`config.mk`:
```
export PLATFORM = sky130hd
export DESIGN_NAME = flash_xip_reader
export DESIGN_NICKNAME = d
export VERILOG_FILES = /design/src/rtl/xip_pkg.sv /design/src/rtl/xip_cfg_regs.sv /design/src/rtl/xip_rx_shift.sv /design/src/rtl/xip_seq.sv /design/src/rtl/flash_xip_reader.sv
export SDC_FILE = /design/constraint.sdc
export NUM_CORES = 1
export LEC_CHECK = 0
export CELL_PAD_IN_SITES_DETAIL_PLACEMENT = 1
export CELL_PAD_IN_SITES_GLOBAL_PLACEMENT = 2
export CORE_ASPECT_RATIO = 0.8
export CORE_UTILIZATION = 35
export CTS_BUF_LIST = sky130_fd_sc_hd__clkbuf_4
export DETAILED_ROUTE_END_ITERATION = 12
export PLACE_DENSITY_LB_ADDON = 0.1
export SLEW_MARGIN = 20
export SYNTH_ARGS = -nofsm -noshare
export SYNTH_HDL_FRONTEND = slang
export SYNTH_HIERARCHICAL = 1
export SYNTH_SLANG_ARGS = --single-unit
```
`constraint.sdc`:
```
create_clock -name clk -period 5.8 [get_ports clk]
set_input_delay 1.45 -clock clk [delete_from_list [all_inputs] [get_ports clk]]
set_output_delay 1.45 -clock clk [all_outputs]
set_load 0.01 [all_outputs]
```
`src/rtl/xip_pkg.sv`:
```
package xip_pkg;

  typedef enum logic [2:0] {
    ST_IDLE,
    ST_TX,
    ST_DUMMY,
    ST_DATA,
    ST_END
  } xip_state_e;

  // decoded setup word fields
  typedef struct packed {
    logic [4:0] dbits;
    logic [1:0] rmode;
    logic [1:0] dbytes;
    logic [1:0] abytes;
    logic [7:0] opcode;
  } setup_t;

  localparam logic [1:0] RMODE_QUAD = 2'd3;

endpackage

```
`src/rtl/xip_cfg_regs.sv`:
```
module xip_cfg_regs
  import xip_pkg::*;
#(
  parameter int DATA_W = 32
) (
  input  logic              clk,
  input  logic              rst_n,
  input  logic              we,
  input  logic              sel,
  input  logic [DATA_W-1:0] wdata,
  output setup_t            setup,
  output logic              mm_own
);

  setup_t setup_q, setup_d;
  logic   own_q, own_d;
  logic   unused_bits;

  assign unused_bits = ^{wdata[DATA_W-1:29], wdata[23:14]};

  always_comb begin
    setup_d = setup_q;
    own_d   = own_q;
    if (we && !sel) begin
      setup_d.opcode = wdata[7:0];
      setup_d.abytes = wdata[9:8];
      setup_d.dbytes = wdata[11:10];
      setup_d.rmode  = wdata[13:12];
      setup_d.dbits  = wdata[28:24];
    end
    if (we && sel) begin
      own_d = wdata[0];
    end
  end

  always_ff @(posedge clk or negedge rst_n) begin
    if (!rst_n) begin
      setup_q <= '{dbits: 5'd0, rmode: 2'd0, dbytes: 2'd0, abytes: 2'd2, opcode: 8'h03};
      own_q   <= 1'b0;
    end else begin
      setup_q <= setup_d;
      own_q   <= own_d;
    end
  end

  assign setup  = setup_q;
  assign mm_own = own_q;


  own_write_chk: assert property (@(posedge clk) disable iff (!rst_n)
    (we && sel) |=> (mm_own == $past(wdata[0])));

endmodule

```
`src/rtl/xip_rx_shift.sv`:
```
module xip_rx_shift #(
  parameter int LANES  = 4,
  parameter int WORD_W = 32
) (
  input  logic              clk,
  input  logic              rst_n,
  input  logic              clr,
  input  logic              cap_en,
  input  logic              quad,
  input  logic [LANES-1:0]  lanes_in,
  output logic [WORD_W-1:0] word_le
);

  localparam int BYTES = WORD_W / 8;

  logic [WORD_W-1:0] sh_q, sh_d;

  always_comb begin
    sh_d = sh_q;
    if (clr) begin
      sh_d = '0;
    end else if (cap_en) begin
      if (quad) sh_d = {sh_q[WORD_W-LANES-1:0], lanes_in};
      else      sh_d = {sh_q[WORD_W-2:0], lanes_in[1]};
    end
  end

  always_ff @(posedge clk or negedge rst_n) begin
    if (!rst_n) sh_q <= '0;
    else        sh_q <= sh_d;
  end

  // first byte shifted in ends up in the top byte; swap to little-endian
  for (genvar g = 0; g < BYTES; g++) begin : g_swap
    assign word_le[g*8 +: 8] = sh_q[(BYTES-1-g)*8 +: 8];
  end

endmodule

```
`src/rtl/xip_seq.sv`:
```
module xip_seq
  import xip_pkg::*;
#(
  parameter int ADDR_W = 32,
  parameter int CMD_W  = 8,
  parameter int LANES  = 4,
  parameter int WORD_W = 32
) (
  input  logic              clk,
  input  logic              rst_n,
  input  logic              rd_req,
  input  logic [ADDR_W-1:0] rd_addr,
  input  setup_t            setup,
  input  logic              mm_own,
  input  logic [WORD_W-1:0] rx_word,
  output logic              rd_valid,
  output logic [WORD_W-1:0] rd_data,
  output logic              rd_err,
  output logic              sclk,
  output logic              cs_n,
  output logic [LANES-1:0]  io_out,
  output logic [LANES-1:0]  io_oe,
  output logic              cap_en,
  output logic              cap_clr,
  output logic              quad
);

  localparam int TX_W  = CMD_W + ADDR_W;
  localparam int CNT_W = $clog2(TX_W + 64);
  localparam logic [LANES-1:0] LANE0 = LANES'(1);

  xip_state_e        st_q, st_d;
  setup_t            set_q, set_d;
  logic              ph_q, ph_d;
  logic [CNT_W-1:0]  cnt_q, cnt_d;
  logic [TX_W-1:0]   tx_q, tx_d;
  logic              sclk_q, sclk_d, cs_q, cs_d;
  logic [LANES-1:0]  oe_q, oe_d;
  logic              val_q, val_d, err_q, err_d;
  logic [WORD_W-1:0] dat_q, dat_d;

  logic [CNT_W-1:0]  a_bits, tx_bits, dum_clks, dat_clks;
  logic [ADDR_W-1:0] addr_al;

  always_comb begin
    a_bits   = (CNT_W'(setup.abytes) + CNT_W'(1)) << 3;
    tx_bits  = CNT_W'(CMD_W) + a_bits;
    addr_al  = rd_addr << (CNT_W'(ADDR_W) - a_bits);
    dum_clks = (CNT_W'(set_q.dbytes) << 3) + CNT_W'(set_q.dbits);
    dat_clks = (set_q.rmode == RMODE_QUAD) ? CNT_W'(WORD_W / LANES) : CNT_W'(WORD_W);
  end

  always_comb begin
    st_d    = st_q;
    set_d   = set_q;
    ph_d    = ph_q;
    cnt_d   = cnt_q;
    tx_d    = tx_q;
    sclk_d  = sclk_q;
    cs_d    = cs_q;
    oe_d    = oe_q;
    val_d   = 1'b0;
    err_d   = err_q;
    dat_d   = dat_q;
    cap_en  = 1'b0;
    cap_clr = 1'b0;
    case (st_q)
      ST_IDLE: begin
        if (rd_req) begin
          if (mm_own) begin
            set_d   = setup;
            tx_d    = {setup.opcode, addr_al};
            cnt_d   = tx_bits - CNT_W'(1);
            cs_d    = 1'b0;
            oe_d    = LANE0;
            ph_d    = 1'b0;
            cap_clr = 1'b1;
            st_d    = ST_TX;
          end else begin
            val_d = 1'b1;
            err_d = 1'b1;
            dat_d = '0;
          end
        end
      end
      ST_TX: begin
        if (!ph_q) begin
          sclk_d = 1'b1;
          ph_d   = 1'b1;
        end else begin
          sclk_d = 1'b0;
          ph_d   = 1'b0;
          tx_d   = tx_q << 1;
          if (cnt_q == '0) begin
            oe_d = '0;
            if (dum_clks != '0) begin
              st_d  = ST_DUMMY;
              cnt_d = dum_clks - CNT_W'(1);
            end else begin
              st_d  = ST_DATA;
              cnt_d = dat_clks - CNT_W'(1);
            end
          end else begin
            cnt_d = cnt_q - CNT_W'(1);
          end
        end
      end
      ST_DUMMY: begin
        if (!ph_q) begin
          sclk_d = 1'b1;
          ph_d   = 1'b1;
        end else begin
          sclk_d = 1'b0;
          ph_d   = 1'b0;
          if (cnt_q == '0) begin
            st_d  = ST_DATA;
            cnt_d = dat_clks - CNT_W'(1);
          end else begin
            cnt_d = cnt_q - CNT_W'(1);
          end
        end
      end
      ST_DATA: begin
        if (!ph_q) begin
          sclk_d = 1'b1;
          ph_d   = 1'b1;
          cap_en = 1'b1;
        end else begin
          sclk_d = 1'b0;
          ph_d   = 1'b0;
          if (cnt_q == '0) st_d = ST_END;
          else             cnt_d = cnt_q - CNT_W'(1);
        end
      end
      ST_END: begin
        cs_d  = 1'b1;
        val_d = 1'b1;
        err_d = 1'b0;
        dat_d = rx_word;
        st_d  = ST_IDLE;
      end
      default: st_d = ST_IDLE;
    endcase
  end

  always_ff @(posedge clk or negedge rst_n) begin
    if (!rst_n) begin
      st_q   <= ST_IDLE;
      set_q  <= '0;
      ph_q   <= 1'b0;
      cnt_q  <= '0;
      tx_q   <= '0;
      sclk_q <= 1'b0;
      cs_q   <= 1'b1;
      oe_q   <= '0;
      val_q  <= 1'b0;
      err_q  <= 1'b0;
      dat_q  <= '0;
    end else begin
      st_q   <= st_d;
      set_q  <= set_d;
      ph_q   <= ph_d;
      cnt_q  <= cnt_d;
      tx_q   <= tx_d;
      sclk_q <= sclk_d;
      cs_q   <= cs_d;
      oe_q   <= oe_d;
      val_q  <= val_d;
      err_q  <= err_d;
      dat_q  <= dat_d;
    end
  end

  assign rd_valid = val_q;
  assign rd_data  = dat_q;
  assign rd_err   = err_q;
  assign sclk     = sclk_q;
  assign cs_n     = cs_q;
  assign io_out   = {{(LANES-1){1'b0}}, tx_q[TX_W-1]};
  assign io_oe    = oe_q;
  assign quad     = (set_q.rmode == RMODE_QUAD);


  idle_cs_high_chk: assert property (@(posedge clk) disable iff (!rst_n)
    (st_q == ST_IDLE) |-> cs_n);


  sclk_needs_cs_chk: assert property (@(posedge clk) disable iff (!rst_n)
    sclk |-> !cs_n);


  err_resp_chk: assert property (@(posedge clk) disable iff (!rst_n)
    (st_q == ST_IDLE && rd_req && !mm_own) |=> (rd_valid && rd_err && cs_n && !sclk));


  valid_pulse_chk: assert property (@(posedge clk) disable iff (!rst_n)
    rd_valid |=> !rd_valid);


  rx_lanes_off_chk: assert property (@(posedge clk) disable iff (!rst_n)
    (st_q == ST_DUMMY || st_q == ST_DATA) |-> (io_oe == '0));


  tx_lane_chk: assert property (@(posedge clk) disable iff (!rst_n)
    (io_oe == '0) || (io_oe == LANE0));

endmodule

```
`src/rtl/flash_xip_reader.sv`:
```
module flash_xip_reader
  import xip_pkg::*;
#(
  parameter int ADDR_W = 32,
  parameter int LANES  = 4,
  parameter int WORD_W = 32,
  parameter int CFG_W  = 32
) (
  input  logic              clk,
  input  logic              rst_n,
  input  logic              cfg_we,
  input  logic              cfg_sel,
  input  logic [CFG_W-1:0]  cfg_wdata,
  input  logic              rd_req,
  input  logic [ADDR_W-1:0] rd_addr,
  output logic              rd_valid,
  output logic [WORD_W-1:0] rd_data,
  output logic              rd_err,
  output logic              port_mm,
  output logic              spi_sclk,
  output logic              spi_cs_n,
  output logic [LANES-1:0]  spi_io_o,
  output logic [LANES-1:0]  spi_io_oe,
  input  logic [LANES-1:0]  spi_io_i
);

  logic [1:0]        rst_pipe;
  logic              rst_s_n;
  setup_t            setup;
  logic              mm_own;
  logic [WORD_W-1:0] rx_word;
  logic              cap_en, cap_clr, quad;

  // asynchronous assertion, synchronous release
  always_ff @(posedge clk or negedge rst_n) begin
    if (!rst_n) rst_pipe <= 2'b00;
    else        rst_pipe <= {rst_pipe[0], 1'b1};
  end
  assign rst_s_n = rst_pipe[1];

  xip_cfg_regs #(.DATA_W(CFG_W)) u_cfg (
    .clk    (clk),
    .rst_n  (rst_s_n),
    .we     (cfg_we),
    .sel    (cfg_sel),
    .wdata  (cfg_wdata),
    .setup  (setup),
    .mm_own (mm_own)
  );

  xip_seq #(.ADDR_W(ADDR_W), .CMD_W(8), .LANES(LANES), .WORD_W(WORD_W)) u_seq (
    .clk      (clk),
    .rst_n    (rst_s_n),
    .rd_req   (rd_req),
    .rd_addr  (rd_addr),
    .setup    (setup),
    .mm_own   (mm_own),
    .rx_word  (rx_word),
    .rd_valid (rd_valid),
    .rd_data  (rd_data),
    .rd_err   (rd_err),
    .sclk     (spi_sclk),
    .cs_n     (spi_cs_n),
    .io_out   (spi_io_o),
    .io_oe    (spi_io_oe),
    .cap_en   (cap_en),
    .cap_clr  (cap_clr),
    .quad     (quad)
  );

  xip_rx_shift #(.LANES(LANES), .WORD_W(WORD_W)) u_rx (
    .clk      (clk),
    .rst_n    (rst_s_n),
    .clr      (cap_clr),
    .cap_en   (cap_en),
    .quad     (quad),
    .lanes_in (spi_io_i),
    .word_le  (rx_word)
  );

  assign port_mm = mm_own;

endmodule

```
==> flow_summary.json <==
{
  "fin_worst_skew_ps": 24.6,
  "synth-edff-count": 0,
  "critPathMaxFanout": 25,
  "grt_pass1_vias": 6240,
  "leakagePower_nw": 3.67,
  "path_buf_inv": 3,
  "cp-start-kind": "input pin",
  "crit_type": "input pin to register",
  "multi_input_area_mm2": 0.00338,
  "dr_total_vias": 5876,
  "hp-class": "register to async pin",
  "dp_hpwl_um": 13800,
  "slew_viol_final": 0,
  "initial_core_util_pct": 36.0,
  "peakVddDrop_uv": 155,
  "synth.distinct_cells": 63,
  "finalWorstSetupSlack_ps": 2250,
  "timing.fmax_mhz": 282,
  "grt_first_pass_wirelength_um": 33800,
  "avgRoutedWirePerCell_um": 18.3,
  "syn_avg_cell_area_um2": 10.2,
  "setup_violations": 0,
  "coreArea_mm2": 0.0209,
  "synth-seq-cells": 151,
  "critical_path.slowest_cell": "inv_1",
  "fin_crit_ps": 3550,
  "busiest_layer": "met2",
  "portBuffers": 98,
  "track_usage_pct": 19.2,
  "yosysWarnings": 6,
  "cp_top_family": "buffers and inverters",
  "relSlewSlack_pct": 33.5,
  "final_antenna_net_count": 0,
  "hold_buffers": 0,
  "die_h_um": 133,
  "antenna_found_initial": 1,
  "overflow": 0,
  "cp.required_ps": 6200,
  "die_x_um": 166,
  "io_pins": 118,
  "dpl_worst_slack_ps": 1670,
  "cp-end-kind": "register",
  "clockBufferDepth": 2,
  "critPathMaxStageDelay_ps": 770,
  "seq_area_mm2": 0.00379,
  "clk_pin_slew_ps": 160,
  "postCtsResizedCells": 0,
  "syn_area_mm2": 0.00752,
  "violations": "DRC",
  "dr.pass1.iters": 11,
  "route.detailed.drc": 14,
  "cts.sinks": 151,
  "wl_um": 20100,
  "clock-root-buffer": "clkbuf_4",
  "setup_tns_ps": 0,
  "maxCapViolations": 0,
  "rows": 47,
  "postCtsSetupBuffers": 0,
  "drive_above_1_share_pct": 11.3,
  "finish.net_count": 892,
  "synth_seq_area_share_pct": 50.3,
  "rsz0062_at_grt": "false",
  "critPathArrivalTime_ps": 3940,
  "async_flop_share_pct": 100,
  "worstPathCellList": "clkdlybuf4s50_1 -> nand4bb_1 -> nand2b_1 -> inv_1 -> buf_4 -> a211oi_1",
  "powerDensity_mw_per_mm2": 384,
  "min_period_over_period_pct": 61.2,
  "nFillCells": 2348,
  "gp_congestion": 0.814,
  "cts_tree": "done",
  "synthCells": 741,
  "max_slew.worst_pin.slew_ps": 996,
  "dieArea_mm2": 0.0221,
  "gr-usage-met2_pct": 30.8,
  "area_growth_syn_to_layout_pct": 18.4,
  "clock_latency_ps": 560,
  "grt.met1_usage_pct": 27.0,
  "via_per_inst": 5.36,
  "grt.met3_usage_pct": 3.27,
  "hold_viol_final": 0,
  "grt_max_degree": 65,
  "drt_iter0_drc": 401,
  "cts-htree-levels": 4,
  "cts_made_buffers": 17,
  "synth_flop_cell": "dfrtp_1",
  "status": "finished with violations"
}
-- cell families (layout without fill, tap and decap cells) --
kind of cell	Yosys count	in the layout	share of synthesized area [%]
AOI/OAI and AO/OA	196	196	17.8
xor gates and xnor gates	4	4	0.466
adders and majority gates	7	7	1.26
buffers and inverters	76	155	5.30
DFF	151	151	50.3
muxes	69	69	11.4
other	2	9	0.0998
and+or+nand+nor	236	236	13.4
-- power by group --
| part | total, mW | internal [mW] | switching [mW] |
|---|---|---|---|
| logic | 1.25 | 0.510 | 0.743 |
| clock network | 0.670 | 0.230 | 0.441 |
| registers | 1.50 | 1.29 | 0.207 |
| total | 3.42 | 2.03 | 1.39 |
-- synth_stat cells, types with 6 or more instances --
library cell | instances | area share [%]
a211oi_1 | 36 | 3.6
o211ai_1 | 13 | 1.3
buf_1 | 9 | 0.45
buf_4 | 7 | 0.70
nand2_1 | 125 | 6.2
nor2_1 | 74 | 3.7
dfrtp_1 | 147 | 49
a21oi_1 | 21 | 1.4
mux4_2 | 8 | 2.4
a31oi_1 | 25 | 2.1
mux2i_1 | 37 | 4.9
clkbuf_1 | 36 | 1.8
inv_1 | 12 | 0.60
nand3_1 | 12 | 0.80
buf_2 | 6 | 0.40
mux2_4 | 10 | 2.0
a22o_1 | 33 | 3.8
mux2_2 | 14 | 2.1
ha_1 | 6 | 1.0
o21ai_0 | 43 | 2.9
-- per-layer routing --
metal / wire [um] / vias to the layer above
li1: - / 2789
met1: 9940 / 2988
met2: 9380 / 87
met3: 581 / 12
met4: 176 / 0
met5: 0 / -
-- sequential cells by signal, summed over array words and instances, names as in the netlist, 2 cells and up --
signal / count
u_seq/cnt_q: 7
u_cfg/setup: 19
rst_pipe: 2
u_seq/rd_data: 32
u_seq/st_q: 3
u_seq/set_q: 9
u_seq/tx_q: 40
u_rx/sh_q: 32
-- cells in the final DEF, fill, tap and decap left out, drive strengths merged, types with 2 or more instances in the layout --
cell type      synthesis  layout
dfstp                  4       4
nor3                   4       4
clkdlybuf4s50          0      98
mux4                   8       8
nand2                126     126
o2111ai                2       2
diode                  0       2
a22o                  33      33
or4                    2       2
clkinvlp               0       3
a21oi                 21      21
nor3b                  3       3
conb                   2       7
nor4                   2       2
a211oi                36      36
a31o                   2       2
dfrtp                147     147
nor2                  74      74
nand3                 12      12
xnor2                  4       4
buf                   28      13
a21o                   3       3
and2                   2       2
o211ai                13      13
ha                     6       6
nor2b                  4       4
mux2                  24      24
inv                   12      22
o21ai                 45      45
mux2i                 37      37
a311oi                 2       2
clkbuf                36      17
a31oi                 25      25
-- worst register-to-register path: stages, from the launching register on --
cell and delay (ps):
dfrtp_1 840, inv_1 340, nand2b_1 530, inv_1 560, buf_4 390, a211oi_1 230
-- per-stage QoR --
stage,power [mW],area [um^2],util [%],hold slack [ps],instances
4_1_cts,3.46,8910,42.7,400,1094
2_1_floorplan,2.43,7540,-,331,746
6_report,3.42,8910,42.7,362,1096
5_1_grt,3.70,8910,42.7,407,1096
3_5_place_dp,2.78,8630,41.3,351,1062
3_3_place_gp,2.72,8630,41.3,339,1062
-- final cells by class --
cell class / count / share of cell area (%)
Clock inverter: 15 / 1.73
Sequential cell: 151 / 42.5
Timing Repair Buffer: 111 / 12.1
Clock buffer: 17 / 1.43
Tap cell: 269 / 3.78
Inverter: 12 / 0.505
Multi-Input combinational cell: 519 / 37.9
Antenna cell: 2 / 0.0562
-- path summary, 6_finish.rpt --
path,slack [ps],to,cells after the start,start
worst max-delay path,2250,u_rx/sh_q[29],6,rd_req
worst min-delay path,360,u_rx/sh_q[1],0,rst_pipe[1]
worst max register to register,2830,u_rx/sh_q[26],5,u_seq/st_q[2]
worst min register to register,360,u_rx/sh_q[1],0,rst_pipe[1]
max in group asynchronous,4160,u_rx/sh_q[29],1,rst_pipe[1]
min in group clk,380,rst_pipe[1],0,rst_pipe[0]
(Power assumes the default switching activity.)
